### src/rtl/amo_unit.sv
module amo_unit #(
  parameter int XW = 64,
  parameter int WW = 32
) (
  input  logic          clk,
  input  logic          rst_n,
  input  logic          req_valid,
  input  logic [31:0]   insn,
  input  logic [XW-1:0] opnd_a,
  input  logic [XW-1:0] opnd_b,
  input  logic          mode64,
  output logic          busy,
  output logic          done,
  output logic          illegal,
  output logic [XW-1:0] result,
  output logic          mem_req,
  output logic          mem_we,
  output logic          mem_dword,
  output logic [XW-1:0] mem_addr,
  output logic [XW-1:0] mem_wdata,
  input  logic          mem_rvalid,
  input  logic [XW-1:0] mem_rdata,
  input  logic          mem_wack
);
  localparam int HW = XW - WW;

  typedef enum logic [2:0] {S_IDLE, S_READ, S_WAIT_RD, S_WRITE, S_WAIT_WACK, S_DONE} st_t;
  st_t st;

  logic [2:0]    op_q;
  logic          dw_q, ill_q;
  logic [XW-1:0] addr_q, a_q, new_q, res_q;

  wire is_amo = (insn[31:25] == 7'h7a) && (insn[11:8] == 4'd0);
  wire sz_w   = insn[14:12] == 3'd2;
  wire sz_d   = insn[14:12] == 3'd3;
  wire legal  = is_amo && (sz_w || (sz_d && mode64));
  wire accept = req_valid && (st == S_IDLE);

  wire [WW-1:0] a32 = a_q[WW-1:0];
  wire [WW-1:0] o32 = mem_rdata[WW-1:0];
  wire s_lt = dw_q ? ($signed(a_q) < $signed(mem_rdata)) : ($signed(a32) < $signed(o32));
  wire u_lt = dw_q ? (a_q < mem_rdata) : (a32 < o32);

  logic [XW-1:0] alu;
  always_comb begin
    case (op_q)
      3'd0: alu = a_q + mem_rdata;
      3'd1: alu = a_q;
      3'd2: alu = a_q & mem_rdata;
      3'd3: alu = a_q | mem_rdata;
      3'd4: alu = s_lt ? a_q : mem_rdata;
      3'd5: alu = s_lt ? mem_rdata : a_q;
      3'd6: alu = u_lt ? a_q : mem_rdata;
      default: alu = u_lt ? mem_rdata : a_q;
    endcase
  end

  wire [XW-1:0] new_v = dw_q ? alu : {{HW{1'b0}}, alu[WW-1:0]};
  wire [XW-1:0] old_v = dw_q ? mem_rdata :
                        (op_q[2:1] == 2'b11) ? {{HW{1'b0}}, o32} : {{HW{o32[WW-1]}}, o32};

  always_ff @(posedge clk) begin
    if (!rst_n) begin
      st     <= S_IDLE;
      op_q   <= '0;
      dw_q   <= 1'b0;
      ill_q  <= 1'b0;
      addr_q <= '0;
      a_q    <= '0;
      new_q  <= '0;
      res_q  <= '0;
    end else begin
      case (st)
        S_IDLE: if (accept) begin
          op_q   <= insn[7:5];
          dw_q   <= sz_d;
          ill_q  <= !legal;
          addr_q <= opnd_b;
          a_q    <= opnd_a;
          res_q  <= '0;
          st     <= legal ? S_READ : S_DONE;
        end
        S_READ: st <= S_WAIT_RD;
        S_WAIT_RD: if (mem_rvalid) begin
          new_q <= new_v;
          res_q <= old_v;
          st    <= S_WRITE;
        end
        S_WRITE: st <= S_WAIT_WACK;
        S_WAIT_WACK: if (mem_wack) st <= S_DONE;
        default: st <= S_IDLE;
      endcase
    end
  end

  assign busy      = st != S_IDLE;
  assign done      = st == S_DONE;
  assign illegal   = done && ill_q;
  assign result    = res_q;
  assign mem_req   = (st == S_READ) || (st == S_WRITE);
  assign mem_we    = st == S_WRITE;
  assign mem_dword = dw_q;
  assign mem_addr  = addr_q;
  assign mem_wdata = new_q;

  a_r9_done_pulse: assert property (@(posedge clk) disable iff (!rst_n)
    done |=> !done);

  a_r1_illegal_direct: assert property (@(posedge clk) disable iff (!rst_n)
    illegal |-> $past(req_valid));

  a_r4_port_stable: assert property (@(posedge clk) disable iff (!rst_n)
    (st == S_WAIT_RD || st == S_WRITE || st == S_WAIT_WACK) |-> ($stable(mem_addr) && $stable(mem_dword)));

  a_r3_write_after_data: assert property (@(posedge clk) disable iff (!rst_n)
    (mem_req && mem_we) |-> $past(mem_rvalid));

  a_r3_single_request: assert property (@(posedge clk) disable iff (!rst_n)
    mem_req |=> !mem_req);

  a_r8_sign_ext: assert property (@(posedge clk) disable iff (!rst_n)
    (done && !illegal && !dw_q && op_q[2:1] != 2'b11) |-> (result[XW-1:WW] == {HW{result[WW-1]}}));

  a_r8_zero_ext: assert property (@(posedge clk) disable iff (!rst_n)
    (done && !illegal && !dw_q && op_q[2:1] == 2'b11) |-> (result[XW-1:WW] == '0));

  a_r7_word_store: assert property (@(posedge clk) disable iff (!rst_n)
    (mem_we && !mem_dword) |-> (mem_wdata[XW-1:WW] == '0));
endmodule

### config.mk
export PLATFORM = sky130hd
export DESIGN_NAME = amo_unit
export DESIGN_NICKNAME = d
export VERILOG_FILES = /design/src/rtl/amo_unit.sv
export SDC_FILE = /design/constraint.sdc
export NUM_CORES = 1
export LEC_CHECK = 0
export BUFFER_PORTS_ARGS = -buffer_cell sky130_fd_sc_hd__buf_2
export CORE_AREA = 2 2 224 226
export CTS_CLUSTER_DIAMETER = 80
export CTS_CLUSTER_SIZE = 16
export DETAILED_ROUTE_END_ITERATION = 7
export DIE_AREA = 0 0 226 228
export GPL_ROUTABILITY_DRIVEN = 0
export PLACE_DENSITY = 0.66
export SLEW_MARGIN = 10
export SYNTH_ARGS = -nofsm -noshare
export SYNTH_HDL_FRONTEND = slang
export SYNTH_SLANG_ARGS = --single-unit
### constraint.sdc
create_clock -name clk -period 5.8 [get_ports clk]
set_input_delay 1.74 -clock clk [delete_from_list [all_inputs] [get_ports clk]]
set_output_delay 1.74 -clock clk [all_outputs]
set_load 0.01 [all_outputs]
-- Word level (Yosys, flattened, before mapping)
Cells that the tools add are included.
- flip-flop bits (word level): 264
- latch bits: 0
- bits in writable memories: 0
- memory bits (read-only): 0
- input port bits: 230
- output and inout port bits: 198
- logic and storage cells: 68
- memories kept: 0
- add/subtract/negate cells: 1
- multipliers: 0
- div/mod/pow operators: 0
- $lt $le $gt $ge: 4
- equality and inequality tests: 18
- shift-type cells: 0
- mux-type cells: 18
- bitwise gates (word level): 2
- reduce and logical (&&, ||, !) cells: 17
- operators by type and width (kind ; number):
    2-to-1 mux 64 bit ; 9
    case mux 64 bit (7 select lines) ; 1
    < comparator 64 bit ; 2
    case mux 64 bit (2 select lines) ; 1
    adder 64 bit ; 1
    AND 64 bit ; 1
    < comparator 32 bit ; 2
    bitwise OR 64 bit ; 1
    equality test 3 x 2 -> 1 bit (second input constant) ; 6
    equality test 3 bit (second input constant) ; 5
    case mux 3 bit (5 select lines) ; 1
    2-to-1 mux 3 bit ; 4
    equality test 7 bit (second input constant) ; 1
    equality test 3 x 1 -> 1 bit (second input constant) ; 2
    logical NOT 3 bit ; 2
    != test 2 bit (second input constant) ; 3
    AND reduction 3 bit ; 2
    logical AND 1 bit ; 5
    logical NOT 4 bit ; 1
    AND reduction 2 bit ; 2
    nonzero test 3 bit ; 1
    equality test 2 bit (second input constant) ; 1
    logical OR 1 bit ; 2
    2-to-1 mux 1 bit ; 2
    other kinds (2) ; 2

-- Depth between registers and ports, before layout
- word-level depth: 7
- gate-level depth with buffers: 16
- gate-level depth less buffers: 12

-- Least setup slack after synthesis
No wires, ideal clock.
- kind: input port to flip-flop
- start: input port mem_rdata[54]
- end: register new_q[1] (netlist: mem_wdata[1])
- setup time: 124 ps
- arrival time: 4531 ps
- setup slack: 1145 ps
- cell stages on the path: 14
- buffers on the path: 3
- cell sequence: inv_1 ha_1 buf_4 nor4_4 nand4_2 nor4_2 a21boi_2 o311a_4 nor4_4 or3b_1 buf_2 buf_6 a221oi_2 a21oi_1
- longest elaborated chain between the ends: 5
- elaborated cells on any way between the ends: 10
- classes of those cells: order compare: 2; mux: 8
- RTL lines (what ; RTL line ; source):
    from (decl) ; 22 ; input logic [XW-1:0] mem_rdata,
    < comparator 64 bit (on tied branches) ; 43, 42 ;
    2-to-1 mux 1 bit (on tied branches) ; 43, 42 ;
    2-to-1 mux 64 bit (on tied branches) ; - ;
    case mux 64 bit (7 select lines) (*) ; 47 ; case (op_q)
    2-to-1 mux 64 bit (*) ; 59 ; wire [XW-1:0] new_v = dw_q ? alu : {{HW{1'b0}}, alu[WW-1:0]};
    to (signal assigned) ; 86 ; new_q <= new_v;
    to (decl) ; 32 ; logic [XW-1:0] addr_q, a_q, new_q, res_q;
Mark *: on every way between the ends. The rest lies on a longest branch, timed or not.
A chain may end at the register's enable or synchronous reset.

-- Worst setup path after layout
- start: input port mem_rdata[54]
- end: register new_q[2] (netlist: mem_wdata[2])
Same word-level chain as after synthesis.

==> impl_metrics.toml <==
[run_status]
outcome = "finished, final reports clean"

[clock_tree]
clockBufferDepth = 3
cts_buffers = 24
cts_sinks = 264
root_buffer = "clkbuf_16"
postCtsSetupBuffers = 0
cts.clk_slew.worst_paths_ps = 80
htreeDepth = 1
clock_latency_ps = 560
cts_hold_buffers = 0
cts_tree = "yes"
cts_resized = 0

[floorplan]
initial_core_util = 0.395
rows = 82
die_h_um = 228
core_area_sq_um = 49300
die_area_sq_um = 51500
ios = 428
die_w_um = 226

[final_layout]
design_area_sq_um = 22900
area_growth_pct = 17.4
final_util = 0.464
fin_cells = 3566
fin_nets = 3305
layout-drive-gt1-share = 0.195

[logic_synthesis]
netlist_area_sq_um = 19500
yosys_register_bits = 264
synth_warnings = 0
yosysTopAreaCell = "dfxtp_1"
syn_nets = 3000
ys_seq_area_frac = 0.271
synth-main-ff-cell = "dfxtp_1"
synth_edf_count = 0
yosysTopAreaCellShare = 0.271
yosys-top-cells-area = "dfxtp_1, ha_1, nand2_1"
synth_common_cells = "nand2_1, a21oi_1, dfxtp_1, ha_1, o21ai_0"
synth.distinct_cells = 92
syn_area_per_cell_sq_um = 7.57
async_flop_share = 0
synthCells = 2577
post-synth-top-count-cell = "nand2_1"

[pwr]
leakage_nw = 10.0
ir_drop_mv = 0.212
p_seq_frac = 0.379
pwr-share-clk = 0.308
comb_power_share = 0.313
power_density_nw_per_um2 = 234
p_sw_mw = 1.98
sw_frac_of_total = 0.370
internal-power_mw = 3.37

[run]
max-cap-violations = 0

[sta]
finalHoldViolCount = 0
setup_viol = 0
fin_crit_sh = 0.898
setup_tns_ps = 0
rsz0062_at_grt = "no"
worst_slew_pin_slew_ps = 1190
slew_headroom = 0.208
layout_setup_ws_ps = 589
clock-skew-final_ps = 22.0
period_needed_ps = 5210
slew_violations = 0
fmax_mhz = 192

[detailed_routing]
final_antenna_net_count = 0
drt-initial-drc-count = 1805
routed_wl_um = 72200
vias_per_cell = 5.76
drt_pass1_iterations = 6
wl_per_cell_um = 20.3
via_count = 20500
drc_errors = 0

[grt]
grt_usage = 0.270
grt_pass1_vias = 19800
overflow = 0
grt_pass1_wl_um = 111000
antenna_found_initial = 5
grt_max_degree = 95

[critical_path]
cp_top_family = "simple AND/OR/NAND/NOR gates"
cp_max_fo = 26
end_kind = "flip-flop"
path_class = "in -> reg"
cp.arrival_ps = 5710
critPathLaunchType = "primary input"
path_cells = "buf_2, inv_1, ha_1, nor4_4, nand4_2, o41ai_1, o311ai_0, o221a_2, buf_4, and2_1, buf_12, nor2_1, o21ai_0, a21oi_1"
cp.required_ps = 6300
cp_num_buf_inv = 4
slowest_stage = "nor2_1"
max_stage_delay_ps = 610

[place]
dp.cells = 3528
dpl.hpwl_um = 51900
placed_area_sq_um = 22100
io_buffer_count = 412
post-place-ws_ps = 97.3

[min_path]
hold_path.class = "reg -> reg"
-- worst register-to-register path: cells and delay by family (launching register included) --
kind	cells	cell delay [ps]
AO/OA/AOI/OAI	5	1360
adder cells (fa/ha/maj)	1	420
buffers and inverters	3	580
flip-flops	1	530
AND/OR/NAND/NOR	4	1500
-- metal layers --
| metal | share of wire | vias up | global-route usage |
|---|---|---|---|
| met5 | 0.00048 | - | 0 |
| met4 | 0.051 | 6 | 0.122 |
| met3 | 0.079 | 205 | 0.0498 |
| met2 | 0.46 | 947 | 0.449 |
| met1 | 0.41 | 9682 | 0.339 |
| li1 | - | 9686 | - |
-- placed cells by master, fill, tap and decap left out, types with 6 or more instances in the layout --
cell type / synthesis / final
a211o_1: 7 / 7
a211oi_1: 28 / 28
a21boi_0: 101 / 101
a21o_1: 32 / 32
a21oi_1: 283 / 283
a221o_1: 6 / 6
a221oi_1: 49 / 49
a22o_1: 14 / 14
a22oi_1: 67 / 67
a31oi_1: 38 / 38
and2_1: 16 / 14
and3_1: 11 / 11
buf_2: 33 / 411
buf_4: 11 / 58
clkbuf_16: 0 / 25
dfxtp_1: 264 / 264
ha_1: 192 / 192
inv_1: 165 / 163
inv_2: 4 / 6
mux2i_1: 10 / 10
nand2_1: 396 / 394
nand2b_1: 38 / 38
nand3_1: 44 / 44
nand4_1: 18 / 18
nor2_1: 82 / 78
nor2b_1: 67 / 66
nor3_1: 30 / 29
nor4_1: 8 / 8
o211ai_1: 15 / 15
o21a_1: 9 / 9
o21ai_0: 185 / 184
o21bai_1: 28 / 28
o221ai_1: 10 / 10
o22ai_1: 7 / 7
o31ai_1: 6 / 6
xnor2_1: 33 / 33
xor2_1: 18 / 18
-- area by class of cell --
class	count	area (sq um)
Inverter	170	638
Tap cell	672	841
Fill cell	4981	26400
Sequential cell	264	5290
Timing Repair Buffer	473	2570
Multi-Input combinational cell	1949	12800
Clock inverter	8	110
Antenna cell	3	7.51
Clock buffer	27	653
-- kinds of logic (layout without fill, tap and decap cells) --
logic type      count (synthesis)  in the layout  synth area share
compound gates                943            943             0.317
buf+inv                       364            678            0.0755
mux                            12             12           0.00686
flops                         264            264             0.271
fa+ha+maj                     193            193             0.124
other cells                     0              3                 0
simple gates                  750            750             0.183
xor+xnor                       51             51            0.0229
-- path summary, 6_finish.rpt --
path	start	to	slack (ps)	cells past startpoint
hold reg to reg	mem_wdata[37]$_SDFFE_PN0P_	mem_wdata[37]$_SDFFE_PN0P_	450	2
setup / recovery	mem_rdata[54]	mem_wdata[2]$_SDFFE_PN0P_	590	14
hold / removal	mem_wdata[37]$_SDFFE_PN0P_	mem_wdata[37]$_SDFFE_PN0P_	450	2
setup reg to reg	a_q[54]$_SDFFE_PN0P_	mem_wdata[2]$_SDFFE_PN0P_	1350	13
-- state kept, by name, summed over array words and instances (netlist names) --
name and count:
mem_dword 1, ill_q 1, st 3, a_q 64
op_q 3, mem_addr 64, mem_wdata 64, result 64
-- through the flow --
step / total power [mW] / hold WS, ps
after floorplan: 3.14 / 464
after global placement: 3.67 / 440
after detailed placement: 3.71 / 440
after CTS: 5.38 / 450
after global routing: 5.63 / 474
final: 5.36 / 446
-- power by group through the flow --
stage	registers (mW)	clock network, mW	logic [mW]
detailed placement	2.07	0	1.64
global placement	2.06	0	1.61
CTS	2.03	1.70	1.65
floorplan	2.07	0	1.07
global route	2.05	1.75	1.83
finish	2.03	1.65	1.67
Note: power is estimated with default switching activity, not from simulation.
